File: config.mk
export PLATFORM = sky130hd
export DESIGN_NAME = wkc_top
export DESIGN_NICKNAME = d
export VERILOG_FILES = /design/src/rtl/wkc_pkg.sv /design/src/rtl/wkc_sync.sv /design/src/rtl/wkc_group.sv /design/src/rtl/wkc_irq_merge.sv /design/src/rtl/wkc_top.sv
export SDC_FILE = /design/constraint.sdc
export NUM_CORES = 1
export LEC_CHECK = 0
export ABC_AREA = 1
export BUFFER_PORTS_ARGS = -buffer_cell sky130_fd_sc_hd__buf_4
export CAP_MARGIN = 30
export CORE_MARGIN = 3
export CORE_UTILIZATION = 30
export DETAILED_ROUTE_END_ITERATION = 6
export PLACE_DENSITY = 0.55
export SYNTH_ARGS = -nofsm -noshare
export SYNTH_HDL_FRONTEND = slang
export SYNTH_SLANG_ARGS = --single-unit
File: constraint.sdc
create_clock -name clk -period 1.23 [get_ports clk]
set_clock_uncertainty 0.05 [all_clocks]
set_input_delay 0.0615 -clock clk [delete_from_list [all_inputs] [get_ports clk]]
set_output_delay 0.0615 -clock clk [all_outputs]
set_load 0.05 [all_outputs]
File: src/rtl/wkc_pkg.sv
package wkc_pkg;

    typedef enum logic [2:0] {
        K_MODE = 3'd0,
        K_POL  = 3'd1,
        K_BOTH = 3'd2,
        K_EN   = 3'd3,
        K_PEND = 3'd4,
        K_CLR  = 3'd5
    } reg_kind_e;

    // Per-bit detection for one group of inputs
    function automatic logic [7:0] detect_byte(
        input logic [7:0] mode, input logic [7:0] pol, input logic [7:0] both,
        input logic [7:0] en,   input logic [7:0] cur, input logic [7:0] prv);
        logic [7:0] rise, fall, lvl, edg;
        rise = cur & ~prv;
        fall = ~cur & prv;
        lvl  = cur ^ pol;
        edg  = (both & (rise | fall)) | (~both & ~pol & rise) | (~both & pol & fall);
        return en & ((mode & lvl) | (~mode & edg));
    endfunction

endpackage

File: src/rtl/wkc_sync.sv
module wkc_sync #(
    parameter int W = 8
) (
    input  logic         clk,
    input  logic         rst_n,
    input  logic [W-1:0] async_i,
    output logic [W-1:0] cur_o,
    output logic [W-1:0] prv_o
);
    typedef struct packed {
        logic [W-1:0] s1;
        logic [W-1:0] s2;
        logic [W-1:0] prv;
    } sync_t;

    sync_t st_d, st_q;

    always_comb begin
        st_d     = st_q;
        st_d.s1  = async_i;
        st_d.s2  = st_q.s1;
        st_d.prv = st_q.s2;
    end

    always_ff @(posedge clk or negedge rst_n) begin
        if (!rst_n) st_q <= '0;
        else        st_q <= st_d;
    end

    assign cur_o = st_q.s2;
    assign prv_o = st_q.prv;

    // the history stage is exactly one clock behind the current stage
    assert_history_lag_R10: assert property (@(posedge clk) disable iff (!rst_n)
        1'b1 |=> (prv_o == $past(cur_o)));
endmodule

File: src/rtl/wkc_group.sv
module wkc_group
    import wkc_pkg::*;
#(
    parameter int GW = 8
) (
    input  logic          clk,
    input  logic          rst_n,
    input  logic [GW-1:0] mode_i,
    input  logic [GW-1:0] pol_i,
    input  logic [GW-1:0] both_i,
    input  logic [GW-1:0] en_i,
    input  logic [GW-1:0] cur_i,
    input  logic [GW-1:0] prv_i,
    input  logic [GW-1:0] clr_i,
    output logic [GW-1:0] pend_o
);
    typedef struct packed {
        logic [GW-1:0] pend;
    } grp_t;

    grp_t st_d, st_q;
    logic [GW-1:0] hit;

    always_comb begin
        hit       = detect_byte(mode_i, pol_i, both_i, en_i, cur_i, prv_i);
        st_d      = st_q;
        st_d.pend = (st_q.pend & ~clr_i) | hit;
    end

    always_ff @(posedge clk or negedge rst_n) begin
        if (!rst_n) st_q <= '0;
        else        st_q <= st_d;
    end

    assign pend_o = st_q.pend;

    for (genvar b = 0; b < GW; b++) begin : g_chk
        assert_disabled_quiet_R6: assert property (@(posedge clk) disable iff (!rst_n)
            (!en_i[b] && !pend_o[b]) |=> !pend_o[b]);
        assert_fall_needs_clear_R7: assert property (@(posedge clk) disable iff (!rst_n)
            $fell(pend_o[b]) |-> $past(clr_i[b]));
        assert_level_sticks_R8: assert property (@(posedge clk) disable iff (!rst_n)
            (en_i[b] && mode_i[b] && (cur_i[b] != pol_i[b])) |=> pend_o[b]);
        assert_both_edges_R5: assert property (@(posedge clk) disable iff (!rst_n)
            (en_i[b] && !mode_i[b] && both_i[b] && (cur_i[b] != prv_i[b])) |=> pend_o[b]);
    end
endmodule

File: src/rtl/wkc_irq_merge.sv
module wkc_irq_merge #(
    parameter int                NGRP    = 8,
    parameter int                NIRQ    = 4,
    parameter logic [NGRP*4-1:0] IRQ_MAP = 32'h3333_0210
) (
    input  logic [NGRP-1:0][7:0] pend_i,
    input  logic [NGRP-1:0][7:0] en_i,
    output logic [NIRQ-1:0]      irq_o
);
    always_comb begin
        irq_o = '0;
        for (int k = 0; k < NIRQ; k++) begin
            for (int g = 0; g < NGRP; g++) begin
                if (IRQ_MAP[g*4 +: 4] == 4'(k))
                    irq_o[k] = irq_o[k] | (|(pend_i[g] & en_i[g]));
            end
        end
    end
endmodule

File: src/rtl/wkc_top.sv
module wkc_top
    import wkc_pkg::*;
#(
    parameter int                NGRP    = 8,
    parameter int                NIRQ    = 4,
    parameter logic [NGRP*4-1:0] IRQ_MAP = 32'h3333_0210,
    localparam int               GSW     = $clog2(NGRP),
    localparam int               AW      = 3 + GSW,
    localparam int               NIN     = NGRP * 8
) (
    input  logic            clk,
    input  logic            rst_n,
    input  logic [NIN-1:0]  wake_in,
    input  logic            reg_we,
    input  logic [AW-1:0]   reg_addr,
    input  logic [7:0]      reg_wdata,
    output logic [7:0]      reg_rdata,
    output logic [NIRQ-1:0] irq
);
    typedef struct packed {
        logic [NGRP-1:0][7:0] mode;
        logic [NGRP-1:0][7:0] pol;
        logic [NGRP-1:0][7:0] both;
        logic [NGRP-1:0][7:0] en;
    } cfg_t;

    cfg_t                 cfg_d, cfg_q;
    reg_kind_e            kind;
    logic [GSW-1:0]       grp;
    logic [NIN-1:0]       cur, prv;
    logic [NGRP-1:0][7:0] clr, pend;

    assign kind = reg_kind_e'(reg_addr[AW-1 -: 3]);
    assign grp  = reg_addr[GSW-1:0];

    always_comb begin
        cfg_d = cfg_q;
        clr   = '0;
        if (reg_we) begin
            case (kind)
                K_MODE:  cfg_d.mode[grp] = reg_wdata;
                K_POL:   cfg_d.pol[grp]  = reg_wdata;
                K_BOTH:  cfg_d.both[grp] = reg_wdata;
                K_EN:    cfg_d.en[grp]   = reg_wdata;
                K_CLR:   clr[grp]        = reg_wdata;
                default: ;
            endcase
        end
    end

    always_ff @(posedge clk or negedge rst_n) begin
        if (!rst_n) cfg_q <= '0;
        else        cfg_q <= cfg_d;
    end

    always_comb begin
        case (kind)
            K_MODE:  reg_rdata = cfg_q.mode[grp];
            K_POL:   reg_rdata = cfg_q.pol[grp];
            K_BOTH:  reg_rdata = cfg_q.both[grp];
            K_EN:    reg_rdata = cfg_q.en[grp];
            K_PEND:  reg_rdata = pend[grp];
            default: reg_rdata = '0;
        endcase
    end

    wkc_sync #(.W(NIN)) u_sync (
        .clk(clk), .rst_n(rst_n), .async_i(wake_in), .cur_o(cur), .prv_o(prv)
    );

    for (genvar g = 0; g < NGRP; g++) begin : g_grp
        wkc_group #(.GW(8)) u_grp (
            .clk(clk), .rst_n(rst_n),
            .mode_i(cfg_q.mode[g]), .pol_i(cfg_q.pol[g]),
            .both_i(cfg_q.both[g]), .en_i(cfg_q.en[g]),
            .cur_i(cur[g*8 +: 8]), .prv_i(prv[g*8 +: 8]),
            .clr_i(clr[g]), .pend_o(pend[g])
        );

        assert_cfg_write_R2: assert property (@(posedge clk) disable iff (!rst_n)
            (reg_we && kind == K_EN && grp == GSW'(g)) |=> (cfg_q.en[g] == $past(reg_wdata)));
    end

    wkc_irq_merge #(.NGRP(NGRP), .NIRQ(NIRQ), .IRQ_MAP(IRQ_MAP)) u_merge (
        .pend_i(pend), .en_i(cfg_q.en), .irq_o(irq)
    );

    assert_irq_has_source_R9: assert property (@(posedge clk) disable iff (!rst_n)
        (|irq) |-> (|pend));
    assert_clear_reads_zero_R7: assert property (@(posedge clk) disable iff (!rst_n)
        (kind == K_CLR) |-> (reg_rdata == 8'h00));
endmodule

# Yosys cells after proc, flatten, opt, wreduce, memory -nomap -nowiden
# Cells that the tools add are included.
[totals] reg_bits=512 output_inout_bits=12
[op_classes] order_cmp=2 eq_ne=5 muxes=19 n_bitwise=197 reduce_logical=14
[op_table] cell="$and A8 B8 Y8" count=96
[op_table] cell="$not A8 Y8" count=48
[op_table] cell="$or A8 B8 Y8" count=40
[op_table] cell="$bwmux W64" count=4
[op_table] cell="$mux W64" count=2
[op_table] cell="$bmux W8 S3" count=5
[op_table] cell="$and A64 B64 Y64" count=1
[op_table] cell="$reduce_or A8 Y1" count=8
[op_table] cell="$xor A8 B8 Y8" count=8
[op_table] cell="$mux W8" count=6
[op_table] cell="$pmux W8 S5" count=1
[op_table] cell="$demux W8 S3" count=1
[op_table] cell="$reduce_and A2 Y1" count=4
[op_table] cell="$eq A3 B2 Y1 const B" count=2
[op_table] cell="$eq A3 B3 Y1 const B" count=2
[op_table] cell="$lt A3 B4 Y1 const B" count=1
[op_table] cell="$or A1 B1 Y1" count=4
[op_table] cell="$eq A3 B1 Y1 const B" count=1
[op_table] cell="$ge A3 B1 Y1 const B" count=1
[op_table] cell="$logic_not A3 Y1" count=1
[op_table] cell="$logic_and A1 B1 Y1" count=1

# Depth between registers and ports, before layout
# Gate-level depths: netlist of run 1.
[logic_depth] depth_word=10 depth_mapped=14 ltp_nobuf=11

# Hierarchy
# A second synthesis of run 1 with hierarchy kept.
[unflattened] cells_unflattened=3737 area_unflattened_um2=27513.9
[by_module_without_submodules] module="wkc_top" n_inst=1 cells_per_inst=1965 area_per_inst_um2=13550.5 seq_area_each_um2=6406.1
[by_module_without_submodules] module="wkc_group" n_inst=8 cells_per_inst=176 area_per_inst_um2=1031.0 seq_area_each_um2=200.2
[by_module_without_submodules] module="wkc_sync" n_inst=1 cells_per_inst=256 area_per_inst_um2=5285.1 seq_area_each_um2=4804.6
[by_module_without_submodules] module="wkc_irq_merge" n_inst=1 cells_per_inst=108 area_per_inst_um2=430.4 seq_area_each_um2=0.0

# Least setup slack after synthesis of run 1
# No wires, ideal clock.
[synth_timing] path_type="input -> output" start="input port reg_addr[0]" end="output port reg_rdata[2]" arrival_ns=1.508 setup_slack_ns=-0.389 path_stages=12 path_buffers=3 cell_sequence="buf_4 > inv_2 > buf_4 > clkbuf_1 > nand2_1 > nand2_1 > nand2_1 > nand2_1 > nand2_1 > a21oi_1 > nor2_1 > nand2_1"
[synth_via] elab_chain_cells=3 word_cells_on_any_way=11 cone_classes="11 x mux"
[synth_rtl] item="start: declaration" line_no="wkc_top.sv:15" source="input logic [AW-1:0] reg_addr,"
[synth_rtl] item="$bmux W8 S3 (on tied branches)"
[synth_rtl] item="$mux W8 (on tied branches)"
[synth_rtl] item="$pmux W8 S5 *" line_no="wkc_top.sv:57" source="case (kind)"
[synth_rtl] item="end: declaration" line_no="wkc_top.sv:17" source="output logic [7:0] reg_rdata,"
# Mark *: on every way between the ends. The rest lies on a longest branch, timed or not. The select of a mux whose other input is x is not followed.

# Worst setup path after layout of run 1
[layout_timing] start="register cfg_q[180] (netlist bit)" end="output port reg_rdata[4]"
[layout_via] elab_chain_cells=3
[layout_rtl] item="start: declaration" line_no="wkc_top.sv:27" source="cfg_t cfg_d, cfg_q;"
[layout_rtl] item="start signal: assignment" line_no="wkc_top.sv:53" source="else cfg_q <= cfg_d;"
[layout_rtl] item="$bmux W8 S3" line_no="wkc_top.sv:59" source="K_POL: reg_rdata = cfg_q.pol[grp];"
[layout_rtl] item="$mux W8 (not written as such)" line_no="wkc_top.sv:59"
[layout_rtl] item="$pmux W8 S5" line_no="wkc_top.sv:57"
# No other way between the ends. The select of a mux whose other input is x is not followed.

==> results of run 1 <==
-- kinds of logic (layout without fill, tap and decap cells) --
kind of cell / Yosys count / after routing / share of synthesized area [%]
simple gates: 1353 / 1353 / 22.2
compound gates: 605 / 605 / 13.0
flops: 512 / 512 / 50.5
buf+inv: 472 / 1289 / 7.85
fa+ha+maj: 128 / 128 / 6.31
mux: 4 / 4 / 0.177
other cells: 0 / 1 / 0
-- cell type report --
type / count / area (um^2) / share of cell area [%]
Antenna cell: 1 / 2.50 / 0.00657
Clock inverter: 16 / 241 / 0.634
Clock buffer: 91 / 1810 / 4.75
Tap cell: 1134 / 1420 / 3.73
Sequential cell: 512 / 12800 / 33.7
Inverter: 360 / 1370 / 3.60
Timing Repair Buffer: 822 / 7340 / 19.3
Multi-Input combinational cell: 2090 / 13100 / 34.3
-- cells in the mapped netlist (all sizes together) --
master      n  area share, %
nand2    1085             16
clkbuf     48           0.71
a221oi      6           0.21
a21oi      78            1.5
buf        64            1.8
nor3        4           0.17
mux2        4           0.18
dfrtp     512             50
a22o       12           0.41
nor4        1          0.084
o2111ai    48            1.7
nand4       4          0.099
nor2       54            1.4
o21ai     461            9.2
nand3     205            4.1
ha        128            6.3
inv       360            5.3
-- report_power, final --
group,switching [mW],internal (mW)
Sequential,1.39,18.6
Combinational,7.22,5.90
Clock,7.36,11.3
Total,16.0,35.8
-- flip-flops by register name (all words and copies together), names as in the netlist --
name and cells:
cfg_q 256, g_grp.u_grp.pend_o 64, u_sync.cur_o 64, u_sync.prv_o 64, u_sync.st_d 64
-- per-layer routing --
metal / vias up / share of wire (%) / wire length [um]
li1: 11500 / - / -
met1: 11700 / 44 / 44000
met2: 807 / 46 / 45400
met3: 161 / 6.5 / 6440
met4: 0 / 3.3 / 3250
met5: - / 0 / 0
-- through the flow --
step	util, %	TNS (ns)	instance area [um^2]
after floorplan	-	-9.18	25600
after global placement	38.0	-105.50	31800
after detailed placement	38.0	-109.36	31800
after CTS	43.2	-11.12	36200
after global routing	45.4	-13.02	38100
final	45.4	-10.26	38100
-- critical path: cells and delay by family (launching register included) --
kind / cells / cell delay, ns
DFF: 1 / 0.39
buffers and inverters: 2 / 0.27
AOI/OAI and AO/OA: 1 / 0.11
and+or+nand+nor: 6 / 0.65
-- what timing repair did --
| action | in CTS | in global routing |
|---|---|---|
| endpoints found under the setup margin | 66 | 94 |
| pin swaps | 243 | 229 |
| hold buffers | 81 | 1 |
| buffers inserted | 53 | 54 |
| endpoints found under the hold margin | 804 | 10 |
| resized for setup | 366 | 366 |
-- path summary, 6_finish.rpt --
path                                                 endpoint  slack [ns]  depth (start not counted)
setup / recovery                                 reg_rdata[4]       -0.92                          9
hold / removal                      u_sync.st_d[82]$_DFF_PN0_        0.03                          2
setup reg to reg           g_grp[0].u_grp.pend_o[7]$_DFF_PN0_       -0.04                          5
hold reg to reg                     u_sync.cur_o[5]$_DFF_PN0_        0.29                          0
max in group asynchronous              cfg_q[187]$_DFFE_PN0P_        0.01                          3
min in group asynchronous          u_sync.prv_o[33]$_DFF_PN0_        0.06                          3
==> flow_results.org, run 1 <==
** Outcome
- Result of the run :: finished with violations
- The checks that failed: setup timing.

** Final layout
- Relative to the synthesized area, the layout overhead comes to 50.0%.
- For this run, the number of standard cells in the final layout without fillers is approximately 5000.
- The top cell types in the final layout, fill and taps aside, are sky130_fd_sc_hd__nand2_1, sky130_fd_sc_hd__buf_4, sky130_fd_sc_hd__dfrtp_1.
- The library cell used most frequently in the layout, excluding fill and tap cells, is sky130_fd_sc_hd__nand2_1.
- Share of post-route cells with drive strength above 1 :: 37.5%
- The net count of the finished layout is 4053.
- Fillers :: around 8300

** Synth
- The number of nets handed over by synthesis was ~3300.
- The cell area that synthesis handed to floorplanning was ~25000 um^2.
- Sequential elements use ~50% of the synthesized area.
- After technology mapping, the gate count stands at about 3100.
- Seq cells post-synth :: 512
- The synthesized netlist contains 30 unique library cells.
- Synth Warn # :: 0
- Average cell area after synthesis :: 8.26 um^2

** Clock network
- The number of clock buffers added by TritonCTS is slightly below 60.
- The tree built by TritonCTS fans out to 512 sinks.
- In this run the clock root is driven by a sky130_fd_sc_hd__clkbuf_16.
- After clock tree synthesis, the clock-pin slew on the worst setup and hold paths is approximately 0.060 ns.
- Clock tree from TritonCTS :: yes
- Total number of H-tree levels :: 2
- Latest clock arrival within the worst-skew pair :: 0.63 ns
- The clock passes through at most 3 buffers.

** Worst setup path
- Startpoint of the worst-slack reg-to-reg timing path :: u_sync.cur_o[7]$_DFF_PN0_
- The worst setup path is launched from a flop.
- Walking the worst path, the cells encountered are inv_2, nand2_1, nand3_2, nand2_4, o21ai_2, nand2_1, nor2_2, nand2_2, buf_8.
- Critical Path Max Stage Delay :: slightly below 0.4 ns
- Slowest library cell on the worst path :: sky130_fd_sc_hd__dfrtp_1
- Crit path DAT :: 2.04 ns
- Largest fanout of any net on the critical path :: 2
- Among the stages of the critical path, the cell type that occurs most often is sky130_fd_sc_hd__nand2_1.
- Category of the most critical setup path :: reg2out
- Required arrival time at the worst endpoint :: around 1.1 ns
- The most critical setup path has its startpoint at cfg_q[180]$_DFFE_PN0P_.
- STA classifies the critical path endpoint as an output port.

** Global routing
- Met2 layer usage reported by global route :: 34.9%
- The total overflow left after global routing is 0.
- Maximum number of pins on one net before global-route repair :: 42
- First-pass GRT wire length :: around 150000 um
- The layer flagged by global routing as most heavily used is met2.
- The via count of the first global-routing pass came to 23800.
- The number of antenna violations at the first check in global routing was 0.
- For this run, global-route usage on met3 was measured as 2.78%.
- Global Route Usage Sum :: ~22%
- Met1 capacity usage during global routing :: 30.8%

** STA
- Timing would allow up to between 400 and 500 MHz.
- Final hold vios :: 0
- Pins Over Slew Limit :: 0
- Setup repair after global routing could not meet its margin everywhere.
- Setup violations remaining at the end of the flow were counted as 15.
- Period utilization :: 175%
- Setup slack on the critical path of the routed design comes to -0.922 ns.
- Final worst path period need :: between 2 and 2.5 ns
- Headroom to the max-slew limit :: 58.8%
- At the pin with the least slew margin, the transition time is 0.617 ns.
- Hold timing on the final database bottoms out at a slack of between 0.03 and 0.04 ns.

** Detailed routing
- In the final routed layout, each cell accounts on average for roughly 20 um.
- Overall routed net length :: between 90000 and 100000 um
- The pre-antenna-repair detailed-routing pass consisted of 6 iterations.
- In the routed layout, each cell is associated on average with a via count of 4.81.
- The count of nets left with antenna violations once routing finished came out at 0.
- DR vias :: approximately 24000
- Number of design rule violations left after detail routing :: 0
- Violation count after the first detailed-routing iteration :: roughly 2100

** Floorplanning
- The die is about 300 um tall.
- In this run the count of I/O pins placed on the die edge is 93.
- In this run the core area contains ~110 standard-cell rows.
- Area of the die :: between 80000 and 90000 um^2
- Initial cell density of the core :: a little under a third
- Horiz. Die Dim :: between 200 and 300 um
- After floorplanning, the core was sized to cover roughly 84000 um^2.

** Placed design
- Pre-CTS setup slack :: -0.764 ns
- The count of buffers added on input and output ports is 92.
- After legalization and detailed placement, the total HPWL measured approximately 73000 um.
- Final weighted congestion in routability-driven placement :: slightly above 1
- Counting tap cells, the placed design contains a total of between 4000 and 5000 instances.

** Hold path
- The worst hold path belongs to the class in2reg.
- Launch instance of the worst min-delay path :: wake_in[18]

** Job
- Across the run, the number of max-cap violations was 0.

** Power
- Power density over cell area :: roughly 1400 nW/um^2
- Reported leakage power :: 18.0 nW
- Overall Power :: about 52 mW
- VDD IR max :: ~1.2 mV
(Power assumes the default switching activity.)
==> run 2: changes to the inputs <==
CORE_UTILIZATION = 45   (was 30)
PLACE_DENSITY = 0.72   (was 0.55)
clock period = 1.7 ns   (was 1.23 ns; I/O delays follow)
==> run 2 against run 1 <==
  * The flow finishes with violations (DRC, setup timing)
  * Global-route usage up 7.2 points
  * Combinational power down 44%
  * Final cell count decreased by 13%
  * Worst setup slack improved by 0.47 ns
  * Sequential cell count did not move
==> flow_results.org, run 2 (synthesis gave the netlist of run 1 again) <==
** Worst setup path
- Launching element of the worst setup path :: cfg_q[14]$_DFFE_PN0P_
- For the worst setup path, the data arrival time is 2.02 ns.
- The worst setup path is captured at an output port.
- Required arrival time at the worst endpoint :: roughly 1.6 ns
- The worst register-to-register path begins at u_sync.cur_o[53]$_DFF_PN0_.
- Category of the most critical setup path :: reg2out
- Largest fanout of any net on the critical path :: 4
- Launching element type of the critical path :: flop

** Clock network
- Maximum root-to-sink buffer count :: 3
- TritonCTS created between 50 and 60 clock buffers.
- Clock transition at the register clock pins on the worst setup and hold paths after CTS :: roughly 0.060 ns
- In this run the number of H-tree levels came out at 2.
- The clock drives between 500 and 600 sinks.
- TritonCTS built the clock tree.
- Root buf cell :: sky130_fd_sc_hd__clkbuf_16
- Latest clock arrival within the worst-skew pair :: just over 0.6 ns

** Global routing
- Vias in the first global route :: between 20000 and 25000
- Initial antenna violation count :: 0
- Maximum number of pins on one net before global-route repair :: 80
- First-pass GRT wire length :: roughly 130000 um
- Summed over all layers, the global routing overflow is 0.
- For this run, the total global-route usage over all layers was measured as 29.1%.

** Detailed routing
- Signal routing reaches up to met4.
- The routed layout has about 23000 vias.
- Wire segments on met2 add up to ~38000 um in the final route.
- Met3 routed WL :: about 7900 um
- The routed design has roughly 87000 um of wire.
- Vias per inst :: ~5.4
- Number of design rule violations left after detail routing :: 3
- Violation count after the first detailed-routing iteration :: about 2500
- The detailed router put a total of about 36000 um of wire on met1.
- Once detail routing completed, the nets flagged for antenna violations numbered 0.
- Detailed-routing iteration count for the pre-antenna-repair pass :: 7
- Detailed-route wire length per cell :: 20.1 um

** Final layout
- In the layout the commonest cells are sky130_fd_sc_hd__nand2_1, sky130_fd_sc_hd__dfrtp_1, sky130_fd_sc_hd__buf_4.
- Syn-to-layout area delta :: 29.6%
- More flip-flops sit in one register than any other, and that register is cfg_q.
- For this run, the share of the core covered by cells in the final layout is between 50% and 60%.
- Share of post-route cells with drive strength above 1 :: roughly 24%
- Fillers :: 4881
- Final instance count without filler cells :: 4352
- After the last flow step, the layout net total stands at about 3800.
- Layout Cell Area excl Fill :: about 33000 um^2
- Largest register FFs :: 256
- The repair_antennas step left the layout with diodes totalling 0.
- Leaving out fill and tap cells, the most frequent cell in the layout is sky130_fd_sc_hd__nand2_1.

** STA
- Based on the critical path, the design can be clocked at up to 464 MHz.
- Headroom to the max-slew limit :: 67.9%
- Setup repair after global routing could not meet its margin everywhere.
- The number of pins with negative max-slew slack in the final report came to 0.
- Final worst path period need :: ~2.2 ns
- In the finished design, the share of the clock period the worst path needs comes to 127%.
- Setup violations remaining at the end of the flow were counted as 12.
- Setup slack on the critical path of the routed design comes to -0.455 ns.
- The total count of hold-check failures in the final report was 0.
- Worst-Margin Slew :: ~0.48 ns
- Worst hold-check slack :: approximately 0.059 ns

** Outcome
- The final reports fail on DRC, setup timing.
- Result of the run :: finished with violations

** Job
- Max-cap check violation count :: 0

** Floorplanning
- The core region is around 55000 um^2.
- I/O pin cnt :: 93
- After floorplanning, the core was divided into 86 placement rows.
- Height of the die :: 244 um
- Once the floorplan was initialized, standard cells occupied 45.8% of the core.
- The die covers just under 60000 um^2.
- Measured along the x axis, the die boundary spans approximately 240 um.

** Power
- Part of the power in combinational logic :: a little over a fifth
- Clock group share of total power :: 36.5%
- Sw frac :: 30.4%
- Sequential cells burn 42.1% of the power.
- Across the VDD grid, the largest voltage drop is just over 1 mV.
- Reported leakage power :: roughly 16 nW
- The analysis attributes to net switching a power of roughly 10 mW.
- Dividing total power by cell area gives a power density of 1050 nW/um^2.
- The internal power of the cells totals 24.0 mW.

** Placed design
- In this run the cell area measured after placement is 28900 um^2.
- Number of port buffers :: about 90
- Prior to clock tree synthesis, the placed netlist has a worst setup slack of -0.305 ns.
- # placed instances :: 4096
- At the end of routability-driven placement, the weighted congestion stood at 1.06.
- The wire-length estimate of the detail-placed layout is roughly 63000 um.

** Hold path
- In this run the most critical hold path is launched from wake_in[24].
- Tightest Hold Check Type :: in2reg
## run 2: changes by cell type in the layout (fill, tap and decap cells not counted), moves of 43 or more
cell                        change
sky130_fd_sc_hd__inv_2         -43
sky130_fd_sc_hd__inv_1         +47
sky130_fd_sc_hd__o2111ai_1     +46
sky130_fd_sc_hd__ha_1          +87
sky130_fd_sc_hd__nand3_1       +76
sky130_fd_sc_hd__o21ai_0       +44
sky130_fd_sc_hd__ha_4          -69
sky130_fd_sc_hd__buf_4        -201
sky130_fd_sc_hd__nand3_2       -73
## run 2: path summary, 6_finish.rpt
| check | to | slack [ns] | depth (start not counted) |
|---|---|---|---|
| min in group asynchronous | cfg_q[88]$_DFFE_PN0P_ | 0.15 | 3 |
| min | u_sync.st_d[88]$_DFF_PN0_ | 0.06 | 2 |
| max reg2reg | g_grp[6].u_grp.pend_o[5]$_DFF_PN0_ | 0.32 | 5 |
| min reg2reg | u_sync.cur_o[45]$_DFF_PN0_ | 0.29 | 0 |
| max in group asynchronous | cfg_q[14]$_DFFE_PN0P_ | 0.95 | 3 |
| max | reg_rdata[6] | -0.46 | 9 |
## run 2: what timing repair did
| action | CTS | global route |
|---|---|---|
| setup buffers | 33 | 54 |
| pin swaps | 57 | 63 |
| cloned | 0 | 0 |
| endpoints found under the setup margin | 12 | 12 |
| hold buffers | 74 | 0 |
| endpoints found under the hold margin | 643 | 0 |
| resized for setup | 219 | 121 |
## run 2: critical path: stages (launching register included)
cell	delay, ns
sky130_fd_sc_hd__dfrtp_2	0.41
sky130_fd_sc_hd__nand2_1	0.08
sky130_fd_sc_hd__nand2_1	0.13
sky130_fd_sc_hd__nand2_1	0.10
sky130_fd_sc_hd__nand2_1	0.10
sky130_fd_sc_hd__nand2_1	0.07
sky130_fd_sc_hd__a21oi_1	0.17
sky130_fd_sc_hd__nor2_2	0.08
sky130_fd_sc_hd__nand2_4	0.12
sky130_fd_sc_hd__buf_8	0.16
## run 2: area by class of cell
type / instances / area [um^2] / area share, %
Clock buffer: 69 / 1510 / 4.58
Clock inverter: 29 / 377 / 1.14
Sequential cell: 512 / 12800 / 39.0
Multi-Input combinational cell: 2090 / 11200 / 34.0
Inverter: 360 / 1360 / 4.12
Timing Repair Buffer: 544 / 4730 / 14.4
Tap cell: 748 / 936 / 2.84
## run 2: metrics by stage
| step | power (mW) | TNS (ns) |
|---|---|---|
| finish | 34.5 | -4.62 |
| global route | 36.0 | -5.32 |
| detailed placement | 20.9 | -2.35 |
| floorplan | 17.8 | 0 |
| CTS | 34.1 | -4.75 |
| global placement | 20.8 | -1.84 |
## run 2: layer usage
metal  track usage [%]  up-vias
met5                 0        -
li1                  -    10900
met2              44.4     1154
met4              15.4        0
met1              39.9    11100
met3              4.97      265
## run 2: power groups by stage
| stage | Clock (mW) | Sequential [mW] | Combinational, mW |
|---|---|---|---|
| 2_1_floorplan | 0 | 14.4 | 3.43 |
| 3_3_place_gp | 0 | 14.6 | 6.16 |
| 3_5_place_dp | 0 | 14.7 | 6.26 |
| 4_1_cts | 12.8 | 14.5 | 6.87 |
| 5_1_grt | 13.3 | 14.7 | 8.10 |
| 6_report | 12.6 | 14.5 | 7.40 |
